**src/rtl/mmt_pkg.sv**
```systemverilog
package mmt_pkg;
  typedef enum logic [1:0] {
    MODE_STOP = 2'd0, MODE_UP = 2'd1, MODE_CONT = 2'd2, MODE_UPDN = 2'd3
  } cntMode_e;

  typedef enum logic [1:0] {
    SRC_EXT = 2'd0, SRC_SLOW = 2'd1, SRC_SYS = 2'd2, SRC_EXTN = 2'd3
  } clkSrc_e;

  typedef enum logic [2:0] {
    OM_BIT = 3'd0, OM_SET = 3'd1, OM_TGLRST = 3'd2, OM_SETRST = 3'd3,
    OM_TGL = 3'd4, OM_RST = 3'd5, OM_TGLSET = 3'd6, OM_RSTSET = 3'd7
  } outMode_e;

  localparam int REG_W = 16;
  localparam int ADDR_W = 4;
  localparam logic [ADDR_W-1:0] ADDR_CTL   = 4'd0;
  localparam logic [ADDR_W-1:0] ADDR_CNT   = 4'd1;
  localparam logic [ADDR_W-1:0] ADDR_VEC   = 4'd2;
  localparam logic [ADDR_W-1:0] ADDR_CHCTL = 4'd4;
  localparam logic [ADDR_W-1:0] ADDR_CHVAL = 4'd8;
  localparam logic [REG_W-1:0]  VEC_OVF    = 16'd10;

  // strobes from the count control to the channel datapath
  typedef struct packed {
    logic tick;       // counter advances this cycle
    logic periodEvt;  // second-action event for two-part output modes
  } tmrStrb_t;
endpackage

```
**src/rtl/mmt_ctrl.sv**
```systemverilog
module mmt_ctrl
  import mmt_pkg::*;
#(
  parameter int CNT_W = 16,
  parameter int DIV_W = 3
) (
  input  logic              clk,
  input  logic              rstN,
  input  logic              busWr,
  input  logic [ADDR_W-1:0] busAddr,
  input  logic [REG_W-1:0]  busWdata,
  input  logic              extClk,
  input  logic              slowTick,
  input  logic              sysTick,
  input  logic [CNT_W-1:0]  ccr0,
  input  logic              ovfClr,
  output logic [REG_W-1:0]  ctlWord,
  output logic [CNT_W-1:0]  cnt,
  output logic [CNT_W-1:0]  cntNext,
  output tmrStrb_t          strb,
  output logic              ovfPend
);
  localparam logic [CNT_W-1:0] CNT_MAX = '1;

  clkSrc_e    srcSel;
  logic [1:0] divSel;
  cntMode_e   mode;
  logic       ovfIe, ovfFlag, extPrev, dirUp, dirNext, wrap, srcEvt;
  logic [DIV_W-1:0] divCnt, divMask;
  logic unusedCtlBits;

  wire wrCtl  = busWr && (busAddr == ADDR_CTL);
  wire wrCnt  = busWr && (busAddr == ADDR_CNT);
  wire clrReq = wrCtl && busWdata[2];
  assign unusedCtlBits = ^{busWdata[15:10], busWdata[3]};

  always_comb begin
    unique case (srcSel)
      SRC_EXT:  srcEvt = extClk & ~extPrev;
      SRC_SLOW: srcEvt = slowTick;
      SRC_SYS:  srcEvt = sysTick;
      default:  srcEvt = ~extClk & extPrev;
    endcase
  end

  assign divMask = DIV_W'((1 << divSel) - 1);
  wire divTick = srcEvt && ((divCnt & divMask) == divMask);

  always_comb begin
    cntNext = cnt;
    dirNext = dirUp;
    wrap    = 1'b0;
    unique case (mode)
      MODE_UP: begin
        if (cnt >= ccr0) begin
          cntNext = '0;
          wrap    = 1'b1;
        end else cntNext = cnt + 1'b1;
      end
      MODE_CONT: begin
        cntNext = cnt + 1'b1;
        wrap    = (cnt == CNT_MAX);
      end
      MODE_UPDN: begin
        if (dirUp && cnt < ccr0) cntNext = cnt + 1'b1;
        else if (cnt == '0) begin
          cntNext = (ccr0 == '0) ? '0 : CNT_W'(1);
          dirNext = 1'b1;
        end else begin
          cntNext = cnt - 1'b1;
          wrap    = (cnt == CNT_W'(1));
          dirNext = (cnt == CNT_W'(1));
        end
      end
      default: ;
    endcase
  end

  always_comb begin
    strb.tick = (mode != MODE_STOP) && divTick && !clrReq && !wrCnt;
    strb.periodEvt = strb.tick &&
                     ((mode == MODE_UPDN) ? wrap : (cntNext == ccr0));
  end

  always_ff @(posedge clk or negedge rstN) begin
    if (!rstN) begin
      srcSel  <= SRC_EXT;
      divSel  <= '0;
      mode    <= MODE_STOP;
      ovfIe   <= 1'b0;
      ovfFlag <= 1'b0;
      extPrev <= 1'b0;
      divCnt  <= '0;
      dirUp   <= 1'b1;
      cnt     <= '0;
    end else begin
      extPrev <= extClk;
      if (wrCtl) begin
        srcSel <= clkSrc_e'(busWdata[9:8]);
        divSel <= busWdata[7:6];
        mode   <= cntMode_e'(busWdata[5:4]);
        ovfIe  <= busWdata[1];
      end
      ovfFlag <= (strb.tick && wrap) | (wrCtl ? busWdata[0] : (ovfFlag & ~ovfClr));
      if (clrReq) divCnt <= '0;
      else if (srcEvt) divCnt <= divCnt + 1'b1;
      if (clrReq) begin
        cnt   <= '0;
        dirUp <= 1'b1;
      end else if (wrCnt) begin
        cnt <= busWdata[CNT_W-1:0];
      end else if (strb.tick) begin
        cnt   <= cntNext;
        dirUp <= dirNext;
      end
    end
  end

  assign ctlWord = {6'b0, srcSel, divSel, mode, 2'b00, ovfIe, ovfFlag};
  assign ovfPend = ovfFlag & ovfIe;
endmodule

```
**src/rtl/mmt_chan.sv**
```systemverilog
module mmt_chan
  import mmt_pkg::*;
#(
  parameter int CNT_W = 16
) (
  input  logic             clk,
  input  logic             rstN,
  input  logic             wrCtl,
  input  logic             wrVal,
  input  logic [REG_W-1:0] wdata,
  input  logic [CNT_W-1:0] cnt,
  input  logic [CNT_W-1:0] cntNext,
  input  tmrStrb_t         strb,
  input  logic             inA,
  input  logic             inB,
  input  logic             flagClr,
  output logic [REG_W-1:0] ctlWord,
  output logic [CNT_W-1:0] val,
  output logic             outPin,
  output logic             pend
);
  logic [1:0] capEdge, inSel;
  logic       syncCap, sciQ, capMode, ie, outBit, cov, flag;
  logic       selIn, selPrev, capPend, outQ, outD;
  outMode_e   outMode;
  logic unusedWrBits;
  assign unusedWrBits = ^{wdata[10:9], wdata[3]};

  always_comb begin
    unique case (inSel)
      2'd0:    selIn = inA;
      2'd1:    selIn = inB;
      2'd2:    selIn = 1'b0;
      default: selIn = 1'b1;
    endcase
  end

  wire edgeHit = capMode && ((capEdge[0] && selIn && !selPrev) ||
                             (capEdge[1] && !selIn && selPrev));
  wire capNow  = syncCap ? (capPend && strb.tick) : edgeHit;
  wire cmpHit  = !capMode && strb.tick && (cntNext == val);

  always_comb begin
    outD = outQ;
    if (outMode == OM_BIT) outD = outBit;
    else if (cmpHit) begin
      unique case (outMode)
        OM_SET, OM_SETRST:            outD = 1'b1;
        OM_RST, OM_RSTSET:            outD = 1'b0;
        default:                      outD = ~outQ;
      endcase
    end else if (!capMode && strb.periodEvt) begin
      unique case (outMode)
        OM_TGLRST, OM_SETRST: outD = 1'b0;
        OM_TGLSET, OM_RSTSET: outD = 1'b1;
        default:              outD = outQ;
      endcase
    end
  end

  always_ff @(posedge clk or negedge rstN) begin
    if (!rstN) begin
      capEdge <= '0;
      inSel   <= '0;
      syncCap <= 1'b0;
      sciQ    <= 1'b0;
      capMode <= 1'b0;
      outMode <= OM_BIT;
      ie      <= 1'b0;
      outBit  <= 1'b0;
      cov     <= 1'b0;
      flag    <= 1'b0;
      selPrev <= 1'b0;
      capPend <= 1'b0;
      outQ    <= 1'b0;
      val     <= '0;
    end else begin
      selPrev <= selIn;
      outQ    <= outD;
      if (wrCtl) begin
        capEdge <= wdata[15:14];
        inSel   <= wdata[13:12];
        syncCap <= wdata[11];
        capMode <= wdata[8];
        outMode <= outMode_e'(wdata[7:5]);
        ie      <= wdata[4];
        outBit  <= wdata[2];
      end
      if (cmpHit) sciQ <= selIn;
      if (edgeHit && syncCap) capPend <= 1'b1;
      else if (capNow) capPend <= 1'b0;
      flag <= capNow | cmpHit | (wrCtl ? wdata[0] : (flag & ~flagClr));
      cov  <= (capNow && flag) | (wrCtl ? wdata[1] : cov);
      if (capNow) val <= cnt;
      else if (wrVal) val <= wdata[CNT_W-1:0];
    end
  end

  assign ctlWord = {capEdge, inSel, syncCap, sciQ, 1'b0, capMode, outMode,
                    ie, selIn, outBit, cov, flag};
  assign outPin  = outQ;
  assign pend    = flag & ie;
endmodule

```
**src/rtl/mmt_datapath.sv**
```systemverilog
module mmt_datapath
  import mmt_pkg::*;
#(
  parameter int CNT_W  = 16,
  parameter int NUM_CH = 3
) (
  input  logic              clk,
  input  logic              rstN,
  input  logic              busWr,
  input  logic              busRd,
  input  logic [ADDR_W-1:0] busAddr,
  input  logic [REG_W-1:0]  busWdata,
  input  logic [CNT_W-1:0]  cnt,
  input  logic [CNT_W-1:0]  cntNext,
  input  tmrStrb_t          strb,
  input  logic              ovfPend,
  input  logic [REG_W-1:0]  ctlWord,
  input  logic [NUM_CH-1:0] capInA,
  input  logic [NUM_CH-1:0] capInB,
  output logic              ovfClr,
  output logic [CNT_W-1:0]  ccr0,
  output logic [NUM_CH-1:0] chOut,
  output logic [REG_W-1:0]  busRdata,
  output logic              irqCh0,
  output logic              irqMain
);
  logic [REG_W-1:0]  chCtl [NUM_CH];
  logic [CNT_W-1:0]  chVal [NUM_CH];
  logic [NUM_CH-1:0] pend, vecSel;
  logic [REG_W-1:0]  vecVal;
  logic              vecOvf;

  wire vecRd = busRd && (busAddr == ADDR_VEC);

  for (genvar k = 0; k < NUM_CH; k++) begin : g_ch
    mmt_chan #(.CNT_W(CNT_W)) u_chan (
      .clk     (clk),
      .rstN    (rstN),
      .wrCtl   (busWr && (busAddr == ADDR_CHCTL + ADDR_W'(k))),
      .wrVal   (busWr && (busAddr == ADDR_CHVAL + ADDR_W'(k))),
      .wdata   (busWdata),
      .cnt     (cnt),
      .cntNext (cntNext),
      .strb    (strb),
      .inA     (capInA[k]),
      .inB     (capInB[k]),
      .flagClr (vecRd && vecSel[k]),
      .ctlWord (chCtl[k]),
      .val     (chVal[k]),
      .outPin  (chOut[k]),
      .pend    (pend[k])
    );
  end

  // lowest channel number above 0 wins, overflow last
  always_comb begin
    vecVal = '0;
    vecSel = '0;
    vecOvf = ovfPend;
    if (ovfPend) vecVal = VEC_OVF;
    for (int k = NUM_CH - 1; k >= 1; k--) begin
      if (pend[k]) begin
        vecVal    = REG_W'(2 * k);
        vecSel    = '0;
        vecSel[k] = 1'b1;
        vecOvf    = 1'b0;
      end
    end
  end

  always_comb begin
    busRdata = '0;
    if (busAddr == ADDR_CTL) busRdata = ctlWord;
    if (busAddr == ADDR_CNT) busRdata = REG_W'(cnt);
    if (busAddr == ADDR_VEC) busRdata = vecVal;
    for (int k = 0; k < NUM_CH; k++) begin
      if (busAddr == ADDR_CHCTL + ADDR_W'(k)) busRdata = chCtl[k];
      if (busAddr == ADDR_CHVAL + ADDR_W'(k)) busRdata = REG_W'(chVal[k]);
    end
  end

  assign ovfClr  = vecRd && vecOvf;
  assign ccr0    = chVal[0];
  assign irqCh0  = pend[0];
  assign irqMain = (|pend[NUM_CH-1:1]) | ovfPend;
endmodule

```
**src/rtl/multi_mode_timer.sv**
```systemverilog
module multi_mode_timer
  import mmt_pkg::*;
#(
  parameter int CNT_W  = 16,
  parameter int NUM_CH = 3
) (
  input  logic              clk,
  input  logic              rstN,
  input  logic              busWr,
  input  logic              busRd,
  input  logic [ADDR_W-1:0] busAddr,
  input  logic [REG_W-1:0]  busWdata,
  output logic [REG_W-1:0]  busRdata,
  input  logic              extClk,
  input  logic              slowTick,
  input  logic              sysTick,
  input  logic [NUM_CH-1:0] capInA,
  input  logic [NUM_CH-1:0] capInB,
  output logic [NUM_CH-1:0] chOut,
  output logic              irqCh0,
  output logic              irqMain
);
  logic [REG_W-1:0] ctlWord;
  logic [CNT_W-1:0] cnt, cntNext, ccr0;
  tmrStrb_t         strb;
  logic             ovfPend, ovfClr;

  mmt_ctrl #(.CNT_W(CNT_W)) u_ctrl (
    .clk(clk), .rstN(rstN), .busWr(busWr), .busAddr(busAddr),
    .busWdata(busWdata), .extClk(extClk), .slowTick(slowTick),
    .sysTick(sysTick), .ccr0(ccr0), .ovfClr(ovfClr), .ctlWord(ctlWord),
    .cnt(cnt), .cntNext(cntNext), .strb(strb), .ovfPend(ovfPend)
  );

  mmt_datapath #(.CNT_W(CNT_W), .NUM_CH(NUM_CH)) u_dp (
    .clk(clk), .rstN(rstN), .busWr(busWr), .busRd(busRd),
    .busAddr(busAddr), .busWdata(busWdata), .cnt(cnt), .cntNext(cntNext),
    .strb(strb), .ovfPend(ovfPend), .ctlWord(ctlWord), .capInA(capInA),
    .capInB(capInB), .ovfClr(ovfClr), .ccr0(ccr0), .chOut(chOut),
    .busRdata(busRdata), .irqCh0(irqCh0), .irqMain(irqMain)
  );
endmodule

```
**config.mk**
```make
export PLATFORM = sky130hd
export DESIGN_NAME = multi_mode_timer
export DESIGN_NICKNAME = d
export VERILOG_FILES = /design/src/rtl/mmt_pkg.sv /design/src/rtl/mmt_ctrl.sv /design/src/rtl/mmt_chan.sv /design/src/rtl/mmt_datapath.sv /design/src/rtl/multi_mode_timer.sv
export SDC_FILE = /design/constraint.sdc
export NUM_CORES = 1
export LEC_CHECK = 0
export ABC_AREA = 1
export BUFFER_PORTS_ARGS = -buffer_cell sky130_fd_sc_hd__buf_2
export CAP_MARGIN = 15
export CORE_UTILIZATION = 50
export CTS_BUF_LIST = sky130_fd_sc_hd__clkbuf_4 sky130_fd_sc_hd__clkbuf_8
export DETAILED_ROUTE_END_ITERATION = 12
export PLACE_DENSITY = 0.68
export SLEW_MARGIN = 20
export SYNTH_ARGS = -nofsm -noshare
export SYNTH_HDL_FRONTEND = slang
export SYNTH_SLANG_ARGS = --single-unit
```
**constraint.sdc**
```tcl
create_clock -name clk -period 6.8 [get_ports clk]
set_input_delay 1.36 -clock clk [delete_from_list [all_inputs] [get_ports clk]]
set_output_delay 1.36 -clock clk [all_outputs]
set_load 0.05 [all_outputs]
```
* Word-level counts from Yosys, hierarchy flattened
Index checks and enable logic that the tools add are counted.
** Storage, ports and cells
- Bits in registers :: 128
- Word-level logic and storage cells :: 324
- Output and inout port bits :: 21
- Input bits :: 33
** Cells by class
- Magnitude comparators :: 2
- Reductions and logical operators :: 112
- Shift operators :: 1
- Bitwise logic cells :: 31
- Multiplexer cells :: 78
- $add $sub $neg :: 4
- Eq/ne operators :: 45
** Operators by type and width (count)
- $mux W16 :: 20
- $logic_and A1 B1 Y1 :: 54
- $eq A16 B16 Y1 :: 3
- $pmux W16 S3 :: 1
- $mux W1 :: 38
- $logic_not A16 Y1 :: 2
- $eq A3 B3 Y1 const B :: 9
- $reduce_or A2 Y1 :: 13
- $reduce_bool A2 Y1 :: 10
- $eq A3 B2 Y1 const B :: 6
- $add A16 B1 Y16 const B :: 1
- $eq A16 B1 Y1 const B :: 1
- $eq A16 B16 Y1 const B :: 1
- $ge A16 B16 Y1 :: 1
- $lt A16 B16 Y1 :: 1
- $sub A16 B1 Y16 const B :: 1
- $pmux W1 S3 :: 5
- $eq A2 B2 Y1 const B :: 6
- $eq A4 B3 Y1 const B :: 3
- $eq A4 B4 Y1 const B :: 3
- $mux W3 :: 4
- $mux W4 :: 3
- $pmux W1 S2 :: 6
- $reduce_bool A3 Y1 :: 4
- 23 further kinds :: 77

* Depth between registers and ports, before layout
Gate-level depths: netlist of the first run.
- Depth after elaboration :: 13
- Depth in mapped cells :: 29
- Mapped depth without buffers :: 28

* Cells and area by module
From an unflattened synthesis of the first run, not the netlist that was laid out.
** Unflattened totals
- Cell total of the unflattened synthesis :: 1714
- Area, all modules :: 11011.8 sq um
** Modules (own cells, without submodules)
- mmt_chan :: cells an instance 274, times used 3, seq. area each 825.8 sq um, area each 2029.4 sq um
- mmt_ctrl :: cells an instance 605, times used 1, seq. area each 726.9 sq um, area each 3716.1 sq um
- mmt_datapath :: cells an instance 287, times used 1, seq. area each 0.0 sq um, area each 1207.4 sq um

* Worst setup path before layout of the first run
No wires, ideal clock.
- Path type :: input to output
- From :: input busAddr[3]
- To :: output busRdata[4]
- Data arrival time :: 3.141 ns
- Stages :: 7
- Required time :: 5.440 ns
- Slack :: 2.299 ns
- Path buffers :: 1
- Cell sequence :: inv_1 nor2_1 inv_1 nor2_1 inv_1 clkbuf_1 o21ai_0
** On the way
- Cells in the longest elaborated chain, start to end :: 10
- Elaborated cells between the ends (all ways) :: 18
- Those cells by class :: eq/ne: 8; mux: 9; reduce/logical: 1
** RTL lines
- start, declared :: line multi_mode_timer.sv:11 : input logic [ADDR_W-1:0] busAddr,
- $logic_not A4 Y1 :: line mmt_datapath.sv:73 : if (busAddr == ADDR_CTL) busRdata = ctlWord;
- $mux W10 :: line mmt_datapath.sv:73
- $mux W16 :: line mmt_datapath.sv:74 : if (busAddr == ADDR_CNT) busRdata = REG_W'(cnt);
- $mux W16 :: line mmt_datapath.sv:75 : if (busAddr == ADDR_VEC) busRdata = vecVal;
- $mux W16 :: line mmt_datapath.sv:77 : if (busAddr == ADDR_CHCTL + ADDR_W'(k)) busRdata = chCtl[k];
- $mux W16 :: line mmt_datapath.sv:78 : if (busAddr == ADDR_CHVAL + ADDR_W'(k)) busRdata = REG_W'(chVal[k]);
- $mux W16 :: line mmt_datapath.sv:77
- $mux W16 :: line mmt_datapath.sv:78
- $mux W16 :: line mmt_datapath.sv:77
- $mux W16 (*) :: line mmt_datapath.sv:78
- end, declared :: line multi_mode_timer.sv:13 : output logic [REG_W-1:0] busRdata,
Mark *: on every way between the ends. The rest lies on a longest branch, timed or not.

* Final worst setup path of the first run
- From :: input busAddr[1]
- To :: output busRdata[12]
** On the way
- Cells in the longest elaborated chain, start to end :: 9
- Elaborated cells between the ends (all ways) :: 16
- Those cells by class :: eq/ne: 8; mux: 8
** RTL lines (line)
- $eq A4 B1 Y1 :: mmt_datapath.sv:74
- $mux W16 :: mmt_datapath.sv:74
- $mux W16 :: mmt_datapath.sv:75
- $mux W16 :: mmt_datapath.sv:77
- $mux W16 :: mmt_datapath.sv:78
- $mux W16 :: mmt_datapath.sv:77
- $mux W16 :: mmt_datapath.sv:78
- $mux W16 :: mmt_datapath.sv:77
- $mux W16 (*) :: mmt_datapath.sv:78
Marks and branches as above.

==> impl_summary.md, run 1 <==
Synth
Summing the areas of all and, or, nand and nor instances in the mapped netlist gives 30.6% of the synthesized area. Summing every instance area after synthesis gives 0.00909 mm^2. The arithmetic-cell share of the synthesized area counting full adders, half adders and majority gates is 2.89%. The number of distinct library cells after synthesis is 49. By area, the combinational part of the netlist is dominated by simple AND/OR/NAND/NOR gates. In the synthesized netlist the dominant register cell turns out to be sky130_fd_sc_hd__dfrtp_1. The Yosys step of the flow raised 0 warnings. The synthesized netlist devotes 2.41% of its cell area to XOR and XNOR gates. The synthesized flop and latch total is 128. The post-synthesis mux area share is 0.124%.

The count of mapped cells out of synthesis is 1290. After synthesis, the mean cell area works out to 7.05 um^2. In the synthesized netlist the async set-or-reset flop fraction comes to 100%.

The portion of the post-synthesis area used by sequential elements is 35.2%. The synthesized net count is 1344. The fraction of the mapped netlist area in compound gates is 19.0%.

The number of flops mapped to enable cells by yosys is 0.

Placement
The detailed placer's ending HPWL is 24.3 mm. The congestion estimate from routability-driven global placement came to 1.02. Input and output buffers added on the ports amount to 53. The instance count after placement with tap cells included is 1531. Before CTS, the worst setup slack after placement is 1.52 ns.

Power
Cell internal power was estimated by the tool at 2.25 mW. The clock network accounts for 15.9% of the total power. Net switching is 52.0% of the power. The total net switching power is 2.44 mW. In this run, flip-flops and latches consume 30.0% of the power. VDD sags by at most 241 uV. The total power per unit cell area is 472 mW/mm^2. Summed over all cells, the static leakage comes to 4.78 nW.

The logic gate share of total power is 54.2%.

GRT
Global routing consumed, over all layers together, 36.3% of the routing resources. The first global-routing pass estimated 50.3 mm of wire. The initial antenna violation count was 0.

The total overflow left after global routing is 0. The pin count of the biggest net entering global routing is 68. The via count of the first global-routing pass was 8906.

CTS
The number of sinks driven by the clock tree is 128. The post-CTS setup repair buffer count is 0. The maximum number of buffers from clock root to sink is 2. The root buffer cell is sky130_fd_sc_hd__clkbuf_8.

The hold buffer count at CTS is 0. The number of clock buffers inserted by TritonCTS is 17. For the worst-skew pair, the clock arrives at the later sink with an insertion delay of 0.47 ns. The clock input transition at the sequential cells of the worst setup and hold paths is 0.08 ns. The H-tree was split into 4 levels. The quantity of gates resized following cts is 0. TritonCTS built the clock tree.

Route
The vias per cell is 6.21. The via count is 9709. The first detailed-routing pass took 6 iterations.

For this block, the routed nets add up to 32.2 mm of wire. The topmost layer with routed signal wires is met4. After detailed routing, the average wire length per cell comes to 20.6 um. In this run, the number of DRC markers left after iteration 0 of detailed routing was 1035. The total met3 wirelength after detailed routing is 3.53 mm. The remaining number of nets flagged by the antenna check after routing is 0. In the routed design, unresolved DRC markers number 0.

After detailed routing, the wire length on met1 is 13.4 mm. Wire segments on met2 add up to 13.8 mm in the final route.

Setup path
STA classifies the critical path startpoint as a primary input. On the critical path, the stage with the largest delay is an instance of sky130_fd_sc_hd__nor2_1. In this run the worst path has a maximum fanout of 13. On the worst path, the slowest cell contributes a delay of 0.75 ns. The signal on the critical path passes through buf_2, nor2_1, inv_1, nor2_1, inv_1, o22ai_1, a2111oi_0, o221ai_1, buf_2. The cell family with the largest share of critical-path delay is simple AND/OR/NAND/NOR gates. At the worst endpoint, the arrival time is 3.40 ns.

At the worst endpoint, the required time is 5.44 ns. The endpoint kind of the worst setup timing path is an output port. The kind of critical path is in -> out.

The total buffers and inverters traversed by the critical path is 4.

STA
Setup repair after global routing left no endpoint under its margin. Measured against its own limit, the worst slew margin works out to 24.5%. Subtracting the final worst setup slack from the clock period gives 4.76 ns. The post-layout worst setup margin is 2.04 ns. Derived from the worst setup path, the maximum achievable clock frequency is 0.210 GHz. In the finished design, the share of the clock period the worst path needs comes to 70.1%. The number of pins exceeding their max-slew limit in the final report came to 0. The final sum of negative setup slack is 0 ns. At the pin with the least slew margin, the transition time is 1.13 ns. The number of failing setup endpoints in the final timing report is 0.

The final hold violation count is 0. The worst clock skew on the final layout is 0.0158 ns.

Finish
The number of standard cells in the final layout excluding fillers is 1564. The area growth from synthesis to layout is 9.45%. Summing all multi-input logic gate instances after layout gives 0.00502 mm^2.

The number of antenna diodes in the final layout is 0. The area used by sequential logic in the layout is 0.00320 mm^2. The total number of nets in the final design is 1380. The total of fill cells in the finished design is 1687. The fraction of final layout cells with drive strength greater than 1 is 10.9%.

Floorplan
The area enclosed by the die boundary is 0.0187 mm^2. The number of ports placed on the die boundary is 54. The overall die width is 137 um. The initial standard-cell utilization of the core is 51.8%. The row count is 48. The floorplan die height is 137 um. The area of the core is 0.0175 mm^2.

Worst hold path
The worst min-delay path class is reg -> reg.

Job
Across the run, the number of max-cap violations was 0.

Run status
The run finished with clean final reports.
## power by group through the flow
stage | clock network [mW] | logic, mW | registers [mW]
after floorplan | 0 | 1.86 | 1.27
after global placement | 0 | 2.43 | 1.40
after detailed placement | 0 | 2.46 | 1.40
after CTS | 0.744 | 2.47 | 1.39
after global routing | 0.777 | 2.81 | 1.44
final | 0.746 | 2.55 | 1.41
## cells in the final DEF, fill, tap and decap left out, drive strengths merged, types with 3 or more instances in the layout
cell type and count:
a221oi 3, dfrtp 127, a211oi 5, buf 63, clkbuf 19, a21oi 53
o22ai 10, o221ai 66, bufinv 4, nand4 30, xor2 24, ha 21
o211ai 9, nor3 9, nor2 109, a22oi 16, nand2 342, nand3 137
o21ai 86, clkinv 21, o2111ai 7, a2111oi 3, inv 160
## stage by stage
step | instance area, um^2 | util (%) | hold slack, ns | total power [mW]
final | 9950 | 56.7 | 0.494 | 4.70
after CTS | 9930 | 56.6 | 0.486 | 4.60
after detailed placement | 9490 | 54.1 | 0.467 | 3.86
after floorplan | 9090 | - | 0.433 | 3.13
after global routing | 9950 | 56.7 | 0.530 | 5.03
after global placement | 9490 | 54.1 | 0.461 | 3.82
## flip-flops by register name (all words and copies together), names as in the netlist, 2 cells and up
| name | cells |
|---|---|
| u_dp.g_ch.u_chan.selPrev | 3 |
| u_dp.g_ch.u_chan.capEdge | 6 |
| u_ctrl.srcSel | 2 |
| u_ctrl.divCnt | 3 |
| u_dp.g_ch.u_chan.val | 48 |
| u_dp.g_ch.u_chan.outMode | 9 |
| u_dp.g_ch.u_chan.sciQ | 3 |
| u_dp.g_ch.u_chan.inSel | 6 |
| u_ctrl.cnt | 16 |
| u_dp.g_ch.u_chan.cov | 3 |
| u_ctrl.divSel | 2 |
| u_dp.g_ch.u_chan.outPin | 3 |
| u_dp.g_ch.u_chan.capPend | 3 |
| u_dp.g_ch.u_chan.outBit | 3 |
| u_dp.g_ch.u_chan.capMode | 3 |
| u_dp.g_ch.u_chan.ie | 3 |
| u_dp.g_ch.u_chan.flag | 3 |
| u_dp.g_ch.u_chan.syncCap | 3 |
| u_ctrl.mode | 2 |
## synth_stat cells (all sizes together) (5+ instances only)
master / count / area, um^2
o22ai: 10 / 62.6
dfrtp: 127 / 3180
o21ai: 86 / 438
nand4: 30 / 194
nand2: 342 / 1320
a21oi: 53 / 265
a22oi: 16 / 120
nor3: 9 / 71.3
o211ai: 9 / 67.6
buf: 24 / 141
o221ai: 66 / 578
xor2: 24 / 210
clkbuf: 21 / 78.8
nor2: 109 / 462
inv: 159 / 599
a211oi: 5 / 37.5
nand3: 137 / 706
clkinv: 15 / 56.3
ha: 21 / 263
o2111ai: 7 / 61.3
## area by class of cell
| type | count | area share [%] |
|---|---|---|
| Multi-Input combinational cell | 942 | 50.4 |
| Sequential cell | 128 | 32.2 |
| Inverter | 174 | 6.59 |
| Timing Repair Buffer | 63 | 3.56 |
| Tap cell | 225 | 2.83 |
| Clock buffer | 19 | 2.56 |
| Clock inverter | 13 | 1.86 |
## kinds of logic (layout without fill, tap and decap cells)
family | after synthesis | count (layout)
AND/OR/NAND/NOR | 631 | 631
AO/OA/AOI/OAI | 264 | 264
buffers and inverters | 220 | 269
flip-flops | 128 | 128
XOR/XNOR | 25 | 25
adder cells (fa/ha/maj) | 21 | 21
multiplexers | 1 | 1
## routing by layer
metal / global-route usage (%) / vias up
met5: 0 / -
met1: 50.0 / 4480
met2: 54.3 / 630
li1: - / 4477
met3: 7.22 / 122
met4: 17.7 / 0
## final timing paths
kind | from | endpoint | slack, ns | depth (start not counted)
max | busAddr[1] | busRdata[12] | 2.04 | 9
min | u_ctrl.divCnt[2] | u_ctrl.divCnt[2] | 0.49 | 1
max reg2reg | u_dp.g_ch[0].u_chan.val[11] | u_dp.g_ch[0].u_chan.outPin | 2.66 | 23
min reg2reg | u_ctrl.divCnt[2] | u_ctrl.divCnt[2] | 0.49 | 1
max in group asynchronous | rstN | u_dp.g_ch[0].u_chan.val[3] | 4.62 | 2
min in group asynchronous | rstN | u_ctrl.extPrev | 0.89 | 1
(Power assumes the default switching activity.)
==> inputs of run 2 (changes only) <==
--- a/config.mk
+++ b/config.mk
@@ -11,7 +11,7 @@
 export CORE_UTILIZATION = 50
 export CTS_BUF_LIST = sky130_fd_sc_hd__clkbuf_4 sky130_fd_sc_hd__clkbuf_8
 export DETAILED_ROUTE_END_ITERATION = 12
-export PLACE_DENSITY = 0.68
+export PLACE_DENSITY = 0.7
 export SLEW_MARGIN = 20
 export SYNTH_ARGS = -nofsm -noshare
 export SYNTH_HDL_FRONTEND = slang
==> constraint.sdc (replaced) <==
create_clock -name clk -period 3.97 [get_ports clk]
set_input_delay 0.794 -clock clk [delete_from_list [all_inputs] [get_ports clk]]
set_output_delay 0.794 -clock clk [all_outputs]
set_load 0.05 [all_outputs]
==> impl_summary.md, run 2 (synthesis gave the netlist of run 1 again) <==
Run status
The run finished with clean final reports.

GRT
The initial antenna violation count is 0. The total global-route track usage is 35.5%. The final global-route overflow total is 0. The wire length of the first global-routing pass is 49.5 mm.

Entering global routing, the biggest net connects 95 pins. The via count of the first global-routing pass came to 9028.

STA
The time the final worst path needs with I/O delays and setup is 3.66 ns. The number of pins exceeding their max-slew limit in the final report is 0. The final hold violation count is 0. The highest achievable clock rate is 0.273 GHz. After layout, the worst setup slack is 0.312 ns.

The post-route fraction of the period consumed by the critical path is 92.1%. The worst clock skew on the final layout is 0.0112 ns. Setup repair after global routing left no endpoint under its margin. The final sum of negative setup slack is 0 ns. The tightest slew margin relative to the limit is 40.3%. Across all hold checks on the routed design, the worst slack comes to 0.415 ns. The slew at the pin with the worst max-slew slack is 0.895 ns. Setup violations remaining at the end of the flow were counted as 0.

Setup path
STA classifies the critical path startpoint as a flop. The worst endpoint required time is 4.32 ns. The startpoint identified for the worst register-to-register timing path is u_dp.g_ch[0].u_chan.val[3].

The endpoint arrival time on the critical path is 4.01 ns. The register-to-register path setup slack is 0.31 ns. For this run, the slowest stage of the critical path takes 0.40 ns.

The most frequent cell on the critical path is sky130_fd_sc_hd__nand2_1. The cell family with the largest share of critical-path delay is simple AND/OR/NAND/NOR gates. The worst setup path is of the reg -> reg kind. The terminus of the critical flop-to-flop path is u_dp.g_ch[2].u_chan.outPin. Of all nets on the critical path, the largest fanout is 10. The total buffers and inverters traversed by the critical path is 5.

For the worst flop-to-flop path, the logic depth is 27. The endpoint kind of the worst setup timing path is a flop. The slowest stage of the critical path is the sky130_fd_sc_hd__dfrtp_1 cell.

CTS
The tree is rooted in a sky130_fd_sc_hd__clkbuf_8. In this run the post-CTS setup repair buffer count came out at 0. The clock input transition at the sequential cells of the worst setup and hold paths is 0.09 ns.

The number of levels in the clock H-tree is 4. The number of sinks driven by the clock tree is 128. The quantity of gates resized following cts is 0. No sink is reached through more buffers than the 2 on the longest clock path.

TritonCTS built the clock tree. Clock latency on the worst-skew pair, taken at its later pin, is 0.46 ns. The number of clock buffers added by TritonCTS is 17.

Buffers inserted to repair hold after CTS numbered 0.

Finish
Summing all flip-flop and latch instances after layout gives 0.00320 mm^2. The finished layout holds 1584 standard cells, fillers aside. The number of flip-flops in the largest register is 48. The total inserted antenna cells is 0. Summing all multi-input logic gate instances after layout gives 0.00501 mm^2. In the layout the commonest cells are 330 x sky130_fd_sc_hd__nand2_1, 151 x sky130_fd_sc_hd__inv_1, 133 x sky130_fd_sc_hd__nand3_1, 127 x sky130_fd_sc_hd__dfrtp_1, 94 x sky130_fd_sc_hd__nor2_1. Leaving out fill and tap cells, the most frequent cell in the layout is sky130_fd_sc_hd__nand2_1. Relative to the synthesized area, the layout overhead comes to 10.7%. The final layout contains 1400 nets. The total of fill cells in the finished design is 1733. The largest registers in the layout are u_dp.g_ch.u_chan.val: 48 flops, u_ctrl.cnt: 16 flops, u_dp.g_ch.u_chan.outMode: 9 flops.

The fraction of final layout cells with drive strength greater than 1 is 12.1%. u_dp.g_ch.u_chan.val holds more flip-flops than any other register.

Placement
The number of placed instances, taps included, is 1552. Input and output buffers added on the ports amount to 53. The congestion estimate from routability-driven global placement came to 0.960. Detailed placement ended at an HPWL of 24.5 mm. OpenSTA, run right after detailed placement, puts the worst setup slack at 0.441 ns.

Floorplan
The number of ports placed on the die boundary is 54. In this run the horizontal extent of the chip is 137 um. The floorplan has 48 rows. The area of the core is 0.0175 mm^2.

The floorplan die height is 137 um. For this configuration, the core starts out at a cell density of 51.8%. The area enclosed by the die boundary is 0.0187 mm^2.

Power
In this run the power density over the cells is 789 mW/mm^2. The worst vdd rail ir drop is 342 uV. The analysis attributes to cell leakage a power of 4.86 nW.

Route
The violation count after the first detailed-route iteration is 996. The routed layout has 9638 vias. Once detail routing completed, the nets flagged for antenna violations numbered 0. The total wire length after detailed routing is 31.6 mm. For this run, design rule violations remaining after detail routing come to 0.

The first TritonRoute pass finished after 6 iterations. The wire length per cell is 20.0 um. In the routed layout, each cell is associated on average with a via count of 6.08.

Job
Across the run, the number of max-cap violations was 0.

Worst hold path
The worst min-delay path class is in -> async.
run 2: changes by cell type in the layout (fill, tap and decap cells not counted), moves of 2 or more:
| cell | before | now |
|---|---|---|
| sky130_fd_sc_hd__buf_4 | 9 | 28 |
| sky130_fd_sc_hd__clkinvlp_4 | 2 | 4 |
| sky130_fd_sc_hd__bufinv_16 | 4 | 2 |
| sky130_fd_sc_hd__buf_12 | 0 | 2 |
| sky130_fd_sc_hd__inv_6 | 1 | 4 |
run 2: worst max path at each step:
stage                                from                         end  slack, ns  cells after the start
6_report       u_dp.g_ch[0].u_chan.val[3]  u_dp.g_ch[2].u_chan.outPin       0.31                     27
5_1_grt        u_dp.g_ch[0].u_chan.val[7]  u_dp.g_ch[2].u_chan.outPin       0.07                     24
4_1_cts        u_dp.g_ch[0].u_chan.val[9]  u_dp.g_ch[2].u_chan.outPin       0.43                     25
3_5_place_dp   u_dp.g_ch[0].u_chan.val[9]  u_dp.g_ch[2].u_chan.outPin       0.44                     25
3_3_place_gp                   busAddr[1]                busRdata[13]       0.45                      9
2_1_floorplan                  busAddr[3]                 busRdata[4]       0.60                      7
run 2: stage by stage:
stage / utilization, % / cell area, um^2 / total power [mW]
after detailed placement: 55.2 / 9670 / 6.67
after floorplan: - / 9090 / 5.35
after CTS: 57.4 / 10100 / 7.83
final: 57.4 / 10100 / 7.95
after global placement: 55.2 / 9670 / 6.58
after global routing: 57.4 / 10100 / 8.51
run 2: area by class of cell:
cell class | instances | share of cell area (%)
multi-input combinational | 942 | 49.8
sequential | 128 | 31.8
inverter | 174 | 6.51
timing repair buffer | 83 | 5.18
tap | 225 | 2.80
clock buffer | 17 | 2.32
clock inverter | 15 | 1.60
run 2: power by group:
| group | leakage [nW] | switching (mW) | internal [mW] | total [mW] |
|---|---|---|---|---|
| Combinational | 3.14 | 2.99 | 1.40 | 4.39 |
| Sequential | 1.53 | 0.593 | 1.81 | 2.41 |
| Clock | 0.189 | 0.590 | 0.564 | 1.15 |
run 2: per-layer routing:
metal	track usage (%)	wire length, um
met3	6.74	3300
met1	48.2	13100
met2	54.1	13800
met4	17.3	1490
met5	0	0
==> inputs of run 3 (changes only) <==
--- a/config.mk
+++ b/config.mk
@@ -5,13 +5,12 @@
 export SDC_FILE = /design/constraint.sdc
 export NUM_CORES = 1
 export LEC_CHECK = 0
-export ABC_AREA = 1
 export BUFFER_PORTS_ARGS = -buffer_cell sky130_fd_sc_hd__buf_2
 export CAP_MARGIN = 15
 export CORE_UTILIZATION = 50
 export CTS_BUF_LIST = sky130_fd_sc_hd__clkbuf_4 sky130_fd_sc_hd__clkbuf_8
 export DETAILED_ROUTE_END_ITERATION = 12
-export PLACE_DENSITY = 0.7
+export PLACE_DENSITY = 0.67
 export SLEW_MARGIN = 20
 export SYNTH_ARGS = -nofsm -noshare
 export SYNTH_HDL_FRONTEND = slang
==> constraint.sdc (replaced) <==
create_clock -name clk -period 3.6 [get_ports clk]
set_input_delay 0.72 -clock clk [delete_from_list [all_inputs] [get_ports clk]]
set_output_delay 0.72 -clock clk [all_outputs]
set_load 0.05 [all_outputs]
==> impl_summary.md, run 3 <==
Route
The detailed-routing iteration count for the pre-antenna-repair pass is 6. Once detail routing completed, the nets flagged for antenna violations numbered 0. The routed design has 42.6 mm of wire. The violation count after the first detailed-route iteration is 1469. The vias per cell is 6.61.

Dividing the detail-routed wire length by the instance count gives 25.5 um. The remaining design rule violation count is 0. Across all layers, the routed design uses 11039 vias.

Run status
The checks that failed: setup timing. The flow ran to the end, but the final reports show violations.

STA
The number of failing setup endpoints in the final timing report is 9. In the final timing run, aggregate negative setup slack is -2.74 ns. The highest achievable clock rate is 0.250 GHz. The post-route fraction of the period consumed by the critical path is 111%. The final hold violation count is 0. The number of pins exceeding their max-slew limit in the final report is 0. The post-layout worst setup margin is -0.403 ns. The worst clock skew on the final layout is 0.0202 ns.

The tightest slew margin relative to the limit is 29.8%. At the pin with the least slew margin, the transition time is 1.05 ns. Setup repair after global routing could not meet its margin everywhere. Counting I/O delays and the setup requirement, the final critical path takes 4.00 ns. Final hold analysis gives a worst-case slack of 0.277 ns.

Power
The logic gate share of total power is 67.8%. Overall power consumption after layout is estimated at 12.7 mW. Of the total power, the clock network draws 10.9%. The sequential cell fraction of total power is 21.3%. The internal power of the cells totals 6.34 mW. IR analysis of the VDD net gives a maximum drop of 527 uV.

Summed over all cells, the static leakage comes to 5.95 nW. The total power per unit cell area is 969 mW/mm^2. The total net switching power is 6.33 mW. Net switching is 50.0% of the power.

GRT
The wire length of the first global-routing pass is 62.7 mm. Global routing used 42.7% of the available tracks. The busiest layer in global routing is met2. The global routing usage on met1 is 55.9%. The via count of the first global-routing pass came to 10314. The initial antenna violation count was 1. For this run, global-route usage on met3 was measured as 8.00%. Entering global routing, the biggest net connects 83 pins. Summed over all layers, the global routing overflow is 0. For this run, global-route usage on met2 was measured as 67.0%.

Synth
The synthesis warning total is 0. The summed instance area of the synthesized netlist is 0.00975 mm^2. The number of distinct library cells after synthesis is 83.

The synthesized net count is 1221. Yosys attributes the largest share of cell area to sky130_fd_sc_hd__dfrtp_1 33%, sky130_fd_sc_hd__mux2i_1 6.4%, sky130_fd_sc_hd__mux2_2 5.2%. After synthesis the netlist holds a flip-flop and latch count of 128.

Dividing the synthesized area by the synthesized cell count gives 8.36 um^2. The post-synthesis async set-or-reset flop share is 100%. Counting flops with a built-in enable in the synthesized netlist gives 0. The most used flip-flop cell after synthesis is sky130_fd_sc_hd__dfrtp_1.

The top cell type by area accounts for 32.6% of the synthesized area. Ranked by instance count, the synthesized netlist is headed by 135 x sky130_fd_sc_hd__nor2_1, 127 x sky130_fd_sc_hd__dfrtp_1, 93 x sky130_fd_sc_hd__a21oi_1. The library cell with the highest instance count after synthesis is sky130_fd_sc_hd__nor2_1.

Of all cell types, the one taking the most synthesized area is sky130_fd_sc_hd__dfrtp_1. The count of mapped cells out of synthesis is 1167. The portion of the post-synthesis area used by sequential elements is 32.9%.

Placement
The routability congestion estimate from global placement is 1.04. Once detailed placement completed, the half-perimeter wirelength came to 31.4 mm. The count of input and output buffers is 53. In this run, placement finished with an instance count of 1605. The worst slack at placement is -0.520 ns. Once placement finished, the instance area stood at 0.0118 mm^2.

Setup path
The critical path launch point type is a flop. The slowest stage of the critical path is the sky130_fd_sc_hd__a2111o_1 cell. The worst reg2reg path depth is 18. The signal on the critical path passes through ha_4, a21o_1, buf_4, a2111o_1, buf_6, nor4_4, buf_6, buf_4, a21oi_4, o211ai_1, buf_4, xor2_1, nor3_1, o2111ai_1, nor3_1, nand4_1, buf_4, mux2i_1. The critical path depth in cells is 18. The delay of the slowest cell on the worst path is 0.47 ns. At the worst endpoint, the required time is 3.95 ns.

The worst-path maximum fanout is 5. The most numerous cell type found on the critical path is sky130_fd_sc_hd__buf_4. The critical path in this run is classified as reg -> reg.

The endpoint arrival time on the critical path is 4.35 ns. Among cell families on the critical path, the largest total delay comes from compound AO/OA/AOI/OAI gates. The endpoint kind of the worst setup timing path is a flop. The total buffers and inverters traversed by the critical path is 6.

CTS
TritonCTS created 17 clock buffers. The clock input transition at the sequential cells of the worst setup and hold paths is 0.10 ns. The tree is rooted in a sky130_fd_sc_hd__clkbuf_8.

In this run, post-CTS hold repair placed 0 buffers. TritonCTS built the clock tree. CTS saw 128 sinks.

Counting along the longest clock path gives a buffer depth of 2. The number of levels in the clock H-tree is 4. The clock insertion delay at the later pin of the skew report is 0.47 ns.

Worst hold path
The worst min-delay path class is in -> async.

Finish
The total inserted antenna cells is 0. The final cell utilization of the core is 69.2%. In the layout the commonest cells are 221 x sky130_fd_sc_hd__buf_4, 129 x sky130_fd_sc_hd__nor2_1, 126 x sky130_fd_sc_hd__dfrtp_1, 89 x sky130_fd_sc_hd__nand2_1, 89 x sky130_fd_sc_hd__a21oi_1. The total non-filler cell area in the finished layout is 0.0131 mm^2. The register with the highest flop count is u_dp.g_ch.u_chan.val. The total of fill cells in the finished design is 1537. The total number of nets in the final design is 1451. Excluding fillers, the count of instances in the completed layout stands at 1670. Leaving out fill and tap cells, the most frequent cell in the layout is sky130_fd_sc_hd__buf_4.

The largest registers in the layout are u_dp.g_ch.u_chan.val: 48 flops, u_ctrl.cnt: 16 flops, u_dp.g_ch.u_chan.outMode: 9 flops. Cells with a size suffix above 1 make up 34.3% of the layout. The area growth from synthesis to layout is 34.0%. The number of flip-flops in the largest register is 48.

Floorplan
The floorplan has 50 rows. The floorplan die height is 142 um. The number of ports placed on the die boundary is 54. The core region is 0.0189 mm^2. The area enclosed by the die boundary is 0.0201 mm^2. For this configuration, the core starts out at a cell density of 51.6%. In this run the horizontal extent of the chip is 142 um.

Job
The tool flagged a number of max-cap violations equal to 0.
[run 3: changes by cell type after synthesis, sizes merged, moves of 22 or more]
cell	before	now
mux2	1	45
nor2	109	135
a21oi	53	95
o221ai	66	4
mux2i	0	62
nor3	9	36
a22oi	16	45
nor4	2	24
xnor2	1	29
clkbuf	21	73
o21ai	86	55
nand3	137	37
nand2	342	91
inv	159	43
[run 3: layout make-up]
type                            instances  area [um^2]  share of cell area, %
Sequential cell                       128         3210                   24.5
Clock inverter                         15          193                   1.47
Multi-Input combinational cell        906         6620                   50.6
Tap cell                              260          325                   2.49
Timing Repair Buffer                  301         2330                   17.9
Inverter                               43          161                   1.23
Clock buffer                           17          234                   1.79
[run 3: what timing repair did]
action	in CTS	in global routing
endpoints found under the setup margin	9	9
gates cloned	0	1
buffers inserted	19	14
pin swaps	29	31
resized for setup	50	52
[run 3: final timing paths]
| kind | startpoint | to | slack [ns] |
|---|---|---|---|
| min | rstN | u_ctrl.divCnt[1] | 0.28 |
| max reg2reg | u_ctrl.cnt[9] | u_dp.g_ch[2].u_chan.outPin | -0.40 |
| max in group asynchronous | rstN | u_dp.g_ch[2].u_chan.val[5] | 2.53 |
| min reg2reg | u_dp.g_ch[0].u_chan.cov | u_dp.g_ch[0].u_chan.cov | 0.52 |
| min in group clk | extClk | u_ctrl.extPrev | 0.38 |
| max | u_ctrl.cnt[9] | u_dp.g_ch[2].u_chan.outPin | -0.40 |
[run 3: power by group through the flow]
stage	registers, mW	clock network [mW]	logic (mW)
finish	2.70	1.38	8.59
detailed placement	2.66	0	7.17
floorplan	2.46	0	4.09
global route	2.74	1.43	8.96
CTS	2.64	1.38	7.71
global placement	2.63	0	7.17
[run 3: logic make-up after synthesis]
| family | count (synthesis) | share of synthesized area, % |
|---|---|---|
| fa+ha+maj | 21 | 2.69 |
| xor+xnor | 52 | 4.67 |
| flops | 128 | 32.9 |
| mux | 108 | 11.8 |
| simple gates | 413 | 21.0 |
| compound gates | 312 | 21.5 |
| buf+inv | 133 | 5.54 |
[run 3: worst register-to-register path, cell delays in order, from the launching register on]
cell and delay [ns]:
sky130_fd_sc_hd__dfrtp_1 0.44, sky130_fd_sc_hd__ha_4 0.24, sky130_fd_sc_hd__a21o_1 0.21, sky130_fd_sc_hd__buf_4 0.13, sky130_fd_sc_hd__a2111o_1 0.47, sky130_fd_sc_hd__buf_6 0.17, sky130_fd_sc_hd__nor4_4 0.21, sky130_fd_sc_hd__buf_6 0.14
sky130_fd_sc_hd__buf_4 0.14, sky130_fd_sc_hd__a21oi_4 0.08, sky130_fd_sc_hd__o211ai_1 0.33, sky130_fd_sc_hd__buf_4 0.20, sky130_fd_sc_hd__xor2_1 0.07, sky130_fd_sc_hd__nor3_1 0.21, sky130_fd_sc_hd__o2111ai_1 0.17, sky130_fd_sc_hd__nor3_1 0.19
sky130_fd_sc_hd__nand4_1 0.17, sky130_fd_sc_hd__buf_4 0.20, sky130_fd_sc_hd__mux2i_1 0.11
[run 3: per-layer routing]
layer  part of all wire, %  wire [um]  up-vias
met5                     0          0        -
met4                   6.3       2690        0
met3                    10       4300      189
met2                    44      18900      758
met1                    39      16700     5319
li1                      -          -     4773
